$ cat config.mk
export PLATFORM = sky130hd
export DESIGN_NAME = casc_counter
export DESIGN_NICKNAME = d
export VERILOG_FILES = /design/src/rtl/casc_pkg.sv /design/src/rtl/casc_stage.sv /design/src/rtl/casc_range_ctrl.sv /design/src/rtl/casc_counter.sv
export SDC_FILE = /design/constraint.sdc
export NUM_CORES = 1
export LEC_CHECK = 0
export BUFFER_PORTS_ARGS = -buffer_cell sky130_fd_sc_hd__buf_2
export CORE_MARGIN = 2
export CORE_UTILIZATION = 30
export CTS_BUF_LIST = sky130_fd_sc_hd__clkbuf_8 sky130_fd_sc_hd__clkbuf_16
export DETAILED_ROUTE_END_ITERATION = 16
export GPL_ROUTABILITY_DRIVEN = 1
export GPL_TIMING_DRIVEN = 0
export SYNTH_ARGS = -nofsm -noshare
export SYNTH_HDL_FRONTEND = slang
export SYNTH_SLANG_ARGS = --single-unit
$ cat constraint.sdc
create_clock -name clk -period 1.7 [get_ports clk]
set_input_delay 0 -clock clk [delete_from_list [all_inputs] [get_ports clk]]
set_output_delay 0 -clock clk [all_outputs]
set_load 0.02 [all_outputs]
$ cat src/rtl/casc_pkg.sv
`timescale 1ns/1ps
package casc_pkg;
  localparam int unsigned STAGE_W_DEF    = 4;
  localparam int unsigned NUM_STAGES_DEF = 2;

  typedef enum logic [1:0] {
    OP_HOLD  = 2'd0,
    OP_COUNT = 2'd1,
    OP_LOAD  = 2'd2,
    OP_CLEAR = 2'd3
  } stage_op_e;
endpackage

$ cat src/rtl/casc_stage.sv
`timescale 1ns/1ps
module casc_stage
  import casc_pkg::*;
#(
  parameter int unsigned SW = STAGE_W_DEF
) (
  input  logic          clk,
  input  logic          rst_n,
  input  logic          clr,
  input  logic          ld,
  input  logic          en,
  input  logic [SW-1:0] d,
  output logic [SW-1:0] q,
  output logic          tc
);
  localparam logic [SW-1:0] TOP = '1;

  stage_op_e     op;
  logic [SW-1:0] q_nxt;
  logic          q_upd;

  always_comb begin
    if (clr)      op = OP_CLEAR;
    else if (ld)  op = OP_LOAD;
    else if (en)  op = OP_COUNT;
    else          op = OP_HOLD;
  end

  always_comb begin
    q_upd = 1'b1;
    case (op)
      OP_CLEAR: q_nxt = '0;
      OP_LOAD:  q_nxt = d;
      OP_COUNT: q_nxt = q + SW'(1);
      default: begin
        q_nxt = q;
        q_upd = 1'b0;
      end
    endcase
  end

  always_ff @(posedge clk or negedge rst_n) begin
    if (!rst_n)     q <= '0;
    else if (q_upd) q <= q_nxt;
  end

  assign tc = en & (q == TOP);
endmodule

$ cat src/rtl/casc_range_ctrl.sv
`timescale 1ns/1ps
module casc_range_ctrl #(
  parameter int unsigned CW       = 8,
  parameter int unsigned RANGE_LO = 5,
  parameter int unsigned RANGE_HI = 11
) (
  input  logic [CW-1:0] count,
  input  logic          cnt_en,
  input  logic          range_en,
  input  logic          ld,
  input  logic [CW-1:0] ld_val,
  output logic          ld_any,
  output logic [CW-1:0] ld_data
);
  localparam logic [CW-1:0] LO_V = CW'(RANGE_LO);
  localparam logic [CW-1:0] HI_V = CW'(RANGE_HI);

  logic at_hi;

  always_comb begin
    at_hi   = range_en & cnt_en & (count == HI_V);
    ld_any  = ld | at_hi;
    ld_data = ld ? ld_val : LO_V;
  end
endmodule

$ cat src/rtl/casc_counter.sv
`timescale 1ns/1ps
module casc_counter
  import casc_pkg::*;
#(
  parameter int unsigned SW         = STAGE_W_DEF,
  parameter int unsigned NUM_STAGES = NUM_STAGES_DEF,
  parameter int unsigned RANGE_LO   = 5,
  parameter int unsigned RANGE_HI   = 11
) (
  input  logic                   clk,
  input  logic                   rst_n,
  input  logic                   clr,
  input  logic                   ld,
  input  logic                   cnt_en,
  input  logic                   range_en,
  input  logic [SW*NUM_STAGES-1:0] ld_val,
  output logic [SW*NUM_STAGES-1:0] count,
  output logic                   tc
);
  localparam int unsigned CW = SW * NUM_STAGES;

  logic [NUM_STAGES:0] carry;
  logic                ld_any;
  logic [CW-1:0]       ld_data;

  casc_range_ctrl #(
    .CW(CW), .RANGE_LO(RANGE_LO), .RANGE_HI(RANGE_HI)
  ) u_range (
    .count(count), .cnt_en(cnt_en), .range_en(range_en),
    .ld(ld), .ld_val(ld_val), .ld_any(ld_any), .ld_data(ld_data)
  );

  assign carry[0] = cnt_en;

  for (genvar g = 0; g < NUM_STAGES; g++) begin : g_stage
    casc_stage #(.SW(SW)) u_stage (
      .clk  (clk),
      .rst_n(rst_n),
      .clr  (clr),
      .ld   (ld_any),
      .en   (carry[g]),
      .d    (ld_data[g*SW +: SW]),
      .q    (count[g*SW +: SW]),
      .tc   (carry[g+1])
    );
  end

  assign tc = carry[NUM_STAGES];
endmodule

; After elaboration in Yosys (flattened, before gate mapping)
; Cells that the tools add are included.
[totals]
mem_bits_rw = 0
memories = 0
latchBits = 0
rom_bits = 0
out_inout_bits = 9
ff_bits = 8
[op_classes]
n_addsub = 2
mul = 0
n_bitwise = 5
div = 0
muxes = 11
reduce_logical = 6
n_lt_le_gt_ge = 0
n_eq_ne = 9
shifts = 0
[ops]
columns = cell, n
row1 = one-hot mux 4 bit (3 select lines), 2
row2 = "adder 4 x 1 -> 4 bit, second input constant", 2
row3 = "equality test 2 bit, second input constant", 4
row4 = "equality test 4 bit, second input constant", 2
row5 = "equality test 8 x 4 -> 1 bit, second input constant", 1
row6 = two-way mux 2 bit, 4
row7 = two-way mux 8 bit, 1
row8 = nonzero test 3 bit, 2
row9 = OR reduction 3 bit, 2
row10 = AND 1 bit, 4
row11 = "equality test 2 x 1 -> 1 bit, second input constant", 2
row12 = two-way mux 1 bit, 4
row13 = AND reduction 2 bit, 2
row14 = bitwise OR 1 bit, 1

; Depth between registers and ports, before layout
[depth]
word_depth = 9
mapped_depth = 7
ltp_nobuf = 6

; Hierarchy
; Synthesis repeated with hierarchy kept, for this count alone.
[unflattened]
hier_cells = 80
area_unflattened_um2 = 675.6
[modules_own_cells]
columns = module, area_each_um2, cells_each, instances, seq_area_each_um2
row1 = casc_stage, 295.3, 34, 2, 100.1
row2 = casc_range_ctrl, 85.1, 12, 1, 0.0

; Worst setup path before layout
; Ideal clock, no wire load.
[synth_path]
path_kind = register to register
startpoint = reg g_stage[0].u_stage.q[0]
endpoint = reg g_stage[1].u_stage.q[2]
arrival_ns = 1.570
setup_ns = 0.127
slack_ns = 0.003
path_stages_with_launch = 7
n_path_buf = 1
cell_sequence = dfrtp_1 > ha_1 > nand2_2 > o41a_1 > buf_6 > o21ai_0 > o2bb2a_1
[synth_via]
elab_chain_cells = 9
elab_cells_between_ends = 16
classes_between = 5 x eq/ne / 5 x mux / 3 x bitwise / 3 x reduce/logical
[synth_lines]
columns = element, line
row1 = from (decl), casc_stage.sv:13  ; output logic [SW-1:0] q,
row2 = from (signal assigned), casc_stage.sv:44  ; else if (q_upd) q <= q_nxt;
row3 = equality test 8 x 4 -> 1 bit / equality test 4 bit (equally long branches), "casc_range_ctrl.sv:21, casc_stage.sv:47"
row4 = "AND 1 bit, on equally long branches", "casc_range_ctrl.sv:21, casc_stage.sv:47"
row5 = bitwise OR 1 bit / two-way mux 1 bit (equally long branches), "casc_range_ctrl.sv:22, casc_stage.sv:25"
row6 = two-way mux 2 bit *, casc_stage.sv:24  ; else if (ld) op = OP_LOAD;
row7 = two-way mux 2 bit *, casc_stage.sv:23  ; if (clr) op = OP_CLEAR;
row8 = equality test 2 bit / equality test 2 x 1 -> 1 bit (equally long branches), casc_stage.sv:31  ; case (op)
row9 = OR reduction 3 bit (no line), --
row10 = two-way mux 1 bit, casc_stage.sv:31
row11 = AND reduction 2 bit (no line), --
row12 = to (signal assigned), casc_stage.sv:44
row13 = to (decl), casc_stage.sv:13
; Mark *: on every way between the ends. The rest lies on a longest branch, timed or not.
; A chain may end at the register's enable or synchronous reset.

; Worst setup path in the final report
[layout_path]
startpoint = reg g_stage[1].u_stage.q[1]
endpoint = reg g_stage[0].u_stage.q[3]
[layout_via]
elab_chain_cells = 9
elab_cells_between_ends = 13
classes_between = 4 x eq/ne / 4 x mux / 2 x bitwise / 3 x reduce/logical
[layout_lines]
columns = element, line
row1 = equality test 8 x 4 -> 1 bit *, casc_range_ctrl.sv:21  ; at_hi = range_en & cnt_en & (count == HI_V);
row2 = AND 1 bit *, casc_range_ctrl.sv:21
row3 = bitwise OR 1 bit *, casc_range_ctrl.sv:22  ; ld_any = ld | at_hi;
row4 = two-way mux 2 bit *, casc_stage.sv:24
row5 = two-way mux 2 bit *, casc_stage.sv:23
row6 = equality test 2 bit / equality test 2 x 1 -> 1 bit (equally long branches), casc_stage.sv:31
row7 = OR reduction 3 bit (no line), --
row8 = two-way mux 1 bit, casc_stage.sv:31
row9 = AND reduction 2 bit (no line), --
; Marks and branches as above.

==> flow_summary.html <==
<table>
<tr><th>Metric</th><th>Value</th></tr>
<tr><th colspan="2">Run status</th></tr>
<tr><td>Status</td><td>complete, no violations</td></tr>
<tr><th colspan="2">Floorplanning</th></tr>
<tr><td>Die extent in y</td><td>46.6 um</td></tr>
<tr><td>Core area</td><td>1730 um^2</td></tr>
<tr><td>Top-level port count</td><td>23</td></tr>
<tr><td>Die W</td><td>46.6 um</td></tr>
<tr><td>Area of the die</td><td>2180 um^2</td></tr>
<tr><td>Starting density of the core</td><td>31.6%</td></tr>
<tr><td>Number of standard-cell rows in the floorplan</td><td>15</td></tr>
<tr><th colspan="2">Timing</th></tr>
<tr><td>Final period utilization</td><td>98.2%</td></tr>
<tr><td>RSZ-0062 raised after global routing</td><td>yes</td></tr>
<tr><td>Total count of max-transition violations in the final report</td><td>0</td></tr>
<tr><td>Slew @ Worst Pin</td><td>0.557 ns</td></tr>
<tr><td>Maximum clock frequency</td><td>599 MHz</td></tr>
<tr><td>Final hold violation count</td><td>0</td></tr>
<tr><td>Final setup slack of the worst path</td><td>0.0309 ns</td></tr>
<tr><td>Worst relative slew slack</td><td>62.8%</td></tr>
<tr><td>Hold Slack</td><td>0.00760 ns</td></tr>
<tr><td>Number of failing setup endpoints in the final timing report</td><td>0</td></tr>
<tr><td>Post-layout minimum cycle time</td><td>1.67 ns</td></tr>
<tr><td>Clock skew after layout</td><td>0.00395 ns</td></tr>
<tr><th colspan="2">CTS</th></tr>
<tr><td>CTS tree</td><td>yes</td></tr>
<tr><td>Num CTS Buffers</td><td>3</td></tr>
<tr><td>Maximum root-to-sink buffer count</td><td>2</td></tr>
<tr><td>Number of H-tree branching levels</td><td>1</td></tr>
<tr><td>Clock latency on the worst-skew pair</td><td>0.23 ns</td></tr>
<tr><td>CTS Sinks</td><td>8</td></tr>
<tr><td>Clock transition time at the flip-flop clock pins of the worst setup and hold paths</td><td>0.05 ns</td></tr>
<tr><td>Buffer cell driving the clock tree root</td><td>sky130_fd_sc_hd__clkbuf_8</td></tr>
<tr><th colspan="2">Power and ir drop</th></tr>
<tr><td>Net load switching power</td><td>171 uW</td></tr>
<tr><td>Peak supply drop</td><td>468 uV</td></tr>
<tr><td>Combinational fraction of design power</td><td>23.3%</td></tr>
<tr><td>Power density over cell area</td><td>702 nW/um^2</td></tr>
<tr><td>Internal power consumption</td><td>423 uW</td></tr>
<tr><td>Relative contribution of the clock network to total power</td><td>40.2%</td></tr>
<tr><td>Leak Pwr</td><td>0.000391 uW</td></tr>
<tr><td>Portion of total power attributed to sequential cells</td><td>36.5%</td></tr>
<tr><td>Net switching share of the total power</td><td>28.8%</td></tr>
<tr><td>Power, Total</td><td>594 uW</td></tr>
<tr><th colspan="2">Yosys</th></tr>
<tr><td>Share of the synthesized area in the top cell type</td><td>36.7%</td></tr>
<tr><td>Post-Synthesis Cell Area</td><td>546 um^2</td></tr>
<tr><td>Main area contributors after synthesis</td><td>sky130_fd_sc_hd__dfrtp_1 37%, sky130_fd_sc_hd__ha_1 6.9%, sky130_fd_sc_hd__nand2_1 6.9%, sky130_fd_sc_hd__o21ai_0 6.4%, sky130_fd_sc_hd__nor2_1 4.1%</td></tr>
<tr><td>Number of enable flip-flop cells after synthesis</td><td>0</td></tr>
<tr><td>Post-synthesis cell type with the largest combined area</td><td>sky130_fd_sc_hd__dfrtp_1</td></tr>
<tr><td>Flip-flop cell with the highest count after synthesis</td><td>sky130_fd_sc_hd__dfrtp_1</td></tr>
<tr><td>Register area share after synthesis</td><td>36.7%</td></tr>
<tr><td>Count of distinct cell types in the synthesized netlist</td><td>23</td></tr>
<tr><td>Post-synthesis net count</td><td>78</td></tr>
<tr><td>Proportion of register bits with asynchronous set or reset after synthesis</td><td>100%</td></tr>
<tr><td>Number of instances in the synthesized netlist</td><td>61</td></tr>
<tr><td>Syn. warnings</td><td>0</td></tr>
<tr><td>Post-synthesis sequential element count</td><td>8</td></tr>
<tr><td>Mean area per synthesized cell</td><td>8.94 um^2</td></tr>
<tr><th colspan="2">Worst setup path</th></tr>
<tr><td>CP Data Arrival Time</td><td>1.83 ns</td></tr>
<tr><td>Critical path class</td><td>reg2reg</td></tr>
<tr><td>Category of cells accounting for the largest share of critical-path delay</td><td>compound AO/OA/AOI/OAI gates</td></tr>
<tr><td>Cell breakdown of the critical path</td><td>inv_1 -&gt; ha_4 -&gt; nand4b_1 -&gt; o41a_1 -&gt; buf_6 -&gt; a22oi_4 -&gt; a2bb2oi_2</td></tr>
<tr><td>CP Data Required Time</td><td>1.86 ns</td></tr>
<tr><td>Count of cells along the worst register-to-register path</td><td>7</td></tr>
<tr><td>Total number of cells along the worst setup path</td><td>7</td></tr>
<tr><td>Type of element launching the critical path</td><td>flop</td></tr>
<tr><td>Capturing element type of the critical path</td><td>flop</td></tr>
<tr><td>Cell type of the slowest stage on the worst timing path</td><td>sky130_fd_sc_hd__o41a_1</td></tr>
<tr><td>Stage delay of the slowest cell on the critical path</td><td>0.44 ns</td></tr>
<tr><td>Max FO, Critical Path</td><td>5</td></tr>
<tr><td>WP buf/inv</td><td>2</td></tr>
<tr><th colspan="2">Layout</th></tr>
<tr><td>Largest registers</td><td>g_stage.u_stage.q x8</td></tr>
<tr><td>Commonest non-fill, non-tap cells in the layout</td><td>23 x sky130_fd_sc_hd__buf_2, 10 x sky130_fd_sc_hd__nand2_1, 8 x sky130_fd_sc_hd__dfrtp_1</td></tr>
<tr><td>Area of the multi-input gates</td><td>375 um^2</td></tr>
<tr><td>Nets</td><td>113</td></tr>
<tr><td>Register containing the most flip-flops in the final layout</td><td>g_stage.u_stage.q</td></tr>
<tr><td>Total area of sequential cells</td><td>200 um^2</td></tr>
<tr><td>Fillers</td><td>186</td></tr>
<tr><td>Flip-flop count of the largest register after layout</td><td>8</td></tr>
<tr><td>Post-synthesis to final-layout area growth</td><td>55.3%</td></tr>
<tr><td>Most common cell after layout, fill and taps aside</td><td>sky130_fd_sc_hd__buf_2</td></tr>
<tr><td>Number of antenna diodes</td><td>0</td></tr>
<tr><td>Layout cell share with drive strength beyond 1</td><td>46.8%</td></tr>
<tr><th colspan="2">Route</th></tr>
<tr><td>Final WL</td><td>1490 um</td></tr>
<tr><td>Starting DRC count in detailed routing</td><td>6</td></tr>
<tr><td>Number of DRC violations after detailed routing</td><td>0</td></tr>
<tr><td>Average wire per standard cell</td><td>12.6 um</td></tr>
<tr><td>Number of detailed-routing iterations run before antenna repair</td><td>4</td></tr>
<tr><td>Via count normalized by instance count</td><td>5.02</td></tr>
<tr><td>Number of vias after detailed routing</td><td>597</td></tr>
<tr><td>Number of nets with antenna violations after routing</td><td>0</td></tr>
<tr><th colspan="2">Run</th></tr>
<tr><td>Max-capacitance violation count</td><td>0</td></tr>
<tr><th colspan="2">GRT</th></tr>
<tr><td>Remaining Overflow, GRT</td><td>0</td></tr>
<tr><td>Antenna violations before repair</td><td>0</td></tr>
<tr><td>Global-route usage over all layers</td><td>14.5%</td></tr>
<tr><td>Maximum number of pins on one net before global-route repair</td><td>11</td></tr>
<tr><td>Wire length of the first global-routing pass</td><td>2130 um</td></tr>
<tr><td>Vias in the first global route</td><td>503</td></tr>
<tr><th colspan="2">Placed design</th></tr>
<tr><td>Sum of net half-perimeters after detailed placement</td><td>1020 um</td></tr>
<tr><td>Number of I/O port buffers</td><td>22</td></tr>
<tr><td>Setup slack at placement</td><td>0.0132 ns</td></tr>
<tr><td>Routability cong.</td><td>0.745</td></tr>
<tr><th colspan="2">Worst hold path</th></tr>
<tr><td>Worst min-delay path category</td><td>in2reg</td></tr>
<tr><td>Worst Hold Depth</td><td>3</td></tr>
</table>
metal layers:
layer / global-route usage [%] / share of wire (%) / routed length, um
met1: 17.5 / 45 / 672
met4: 6.67 / 1.5 / 22
met2: 22.5 / 47 / 706
met3: 5.88 / 6.3 / 94
met5: 0 / 0 / 0
worst register-to-register path: stages (launching register included):
cell,delay (ns)
sky130_fd_sc_hd__dfrtp_1,0.37
sky130_fd_sc_hd__inv_1,0.10
sky130_fd_sc_hd__ha_4,0.13
sky130_fd_sc_hd__nand4b_1,0.10
sky130_fd_sc_hd__o41a_1,0.44
sky130_fd_sc_hd__buf_6,0.16
sky130_fd_sc_hd__a22oi_4,0.16
sky130_fd_sc_hd__a2bb2oi_2,0.14
power groups by stage:
stage	sequential [uW]	combinational [uW]	clock, uW
6_report	217	139	239
5_1_grt	219	152	254
4_1_cts	218	116	246
3_5_place_dp	222	107	0
3_3_place_gp	222	106	0
2_1_floorplan	234	48.7	0
layout make-up:
type                    instances  share of cell area, %
repair buffers                 30                   20.4
multi-input cells              48                   44.3
clock buffers                   3                   4.87
plain buffers                   1                   1.33
well taps                      25                   3.69
inverters                       4                   1.77
flip-flops and latches          8                   23.6
cell families (layout without fill, tap and decap cells):
logic type               Yosys count  count (layout)  share of synthesized area [%]
AO/OA/AOI/OAI                     20              20                           29.1
XOR/XNOR                           1               1                           1.61
adder cells (fa/ha/maj)            3               3                           6.88
buffers and inverters              5              38                           4.82
flip-flops                         8               8                           36.7
multiplexers                       1               1                           1.83
AND/OR/NAND/NOR                   23              23                           19.0
repair_timing:
| item | in CTS | in global routing |
|---|---|---|
| setup endpoints to repair | 1 | 6 |
| resized for setup | 0 | 14 |
| buffers inserted | 1 | 4 |
| cloned | 0 | 1 |
| hold endpoints to repair | 10 | 0 |
| pin swaps | 0 | 7 |
| hold buffers | 2 | 0 |
Yosys cell counts, drive strengths merged, types with 2 or more instances:
library cell / n
nand3: 2
a2bb2oi: 3
o21ai: 7
a22oi: 3
dfrtp: 8
o2bb2a: 2
nor2: 6
nand2: 11
a21oi: 3
inv: 4
ha: 3
worst paths after layout:
kind | slack (ns) | start | end
min reg2reg | 0.59 | g_stage[1].u_stage.q[3]$_DFFE_PN0P_ | g_stage[1].u_stage.q[3]$_DFFE_PN0P_
max reg2reg | 0.03 | g_stage[1].u_stage.q[1]$_DFFE_PN0P_ | g_stage[0].u_stage.q[3]$_DFFE_PN0P_
min in group asynchronous | 0.15 | rst_n | g_stage[1].u_stage.q[2]$_DFFE_PN0P_
min | 0.008 | ld_val[0] | g_stage[0].u_stage.q[0]$_DFFE_PN0P_
max in group asynchronous | 1.37 | rst_n | g_stage[0].u_stage.q[3]$_DFFE_PN0P_
max | 0.03 | g_stage[1].u_stage.q[1]$_DFFE_PN0P_ | g_stage[0].u_stage.q[3]$_DFFE_PN0P_
per-stage QoR:
step                      util [%]  instances  cell area (um^2)  TNS [ns]
after floorplan                  -         61               546         0
after global placement        39.8        108               687         0
after detailed placement      39.8        108               687         0
after CTS                     43.8        114               756         0
after global routing          49.1        119               847    -0.165
final                         49.1        119               847         0
(Power assumes the default switching activity.)
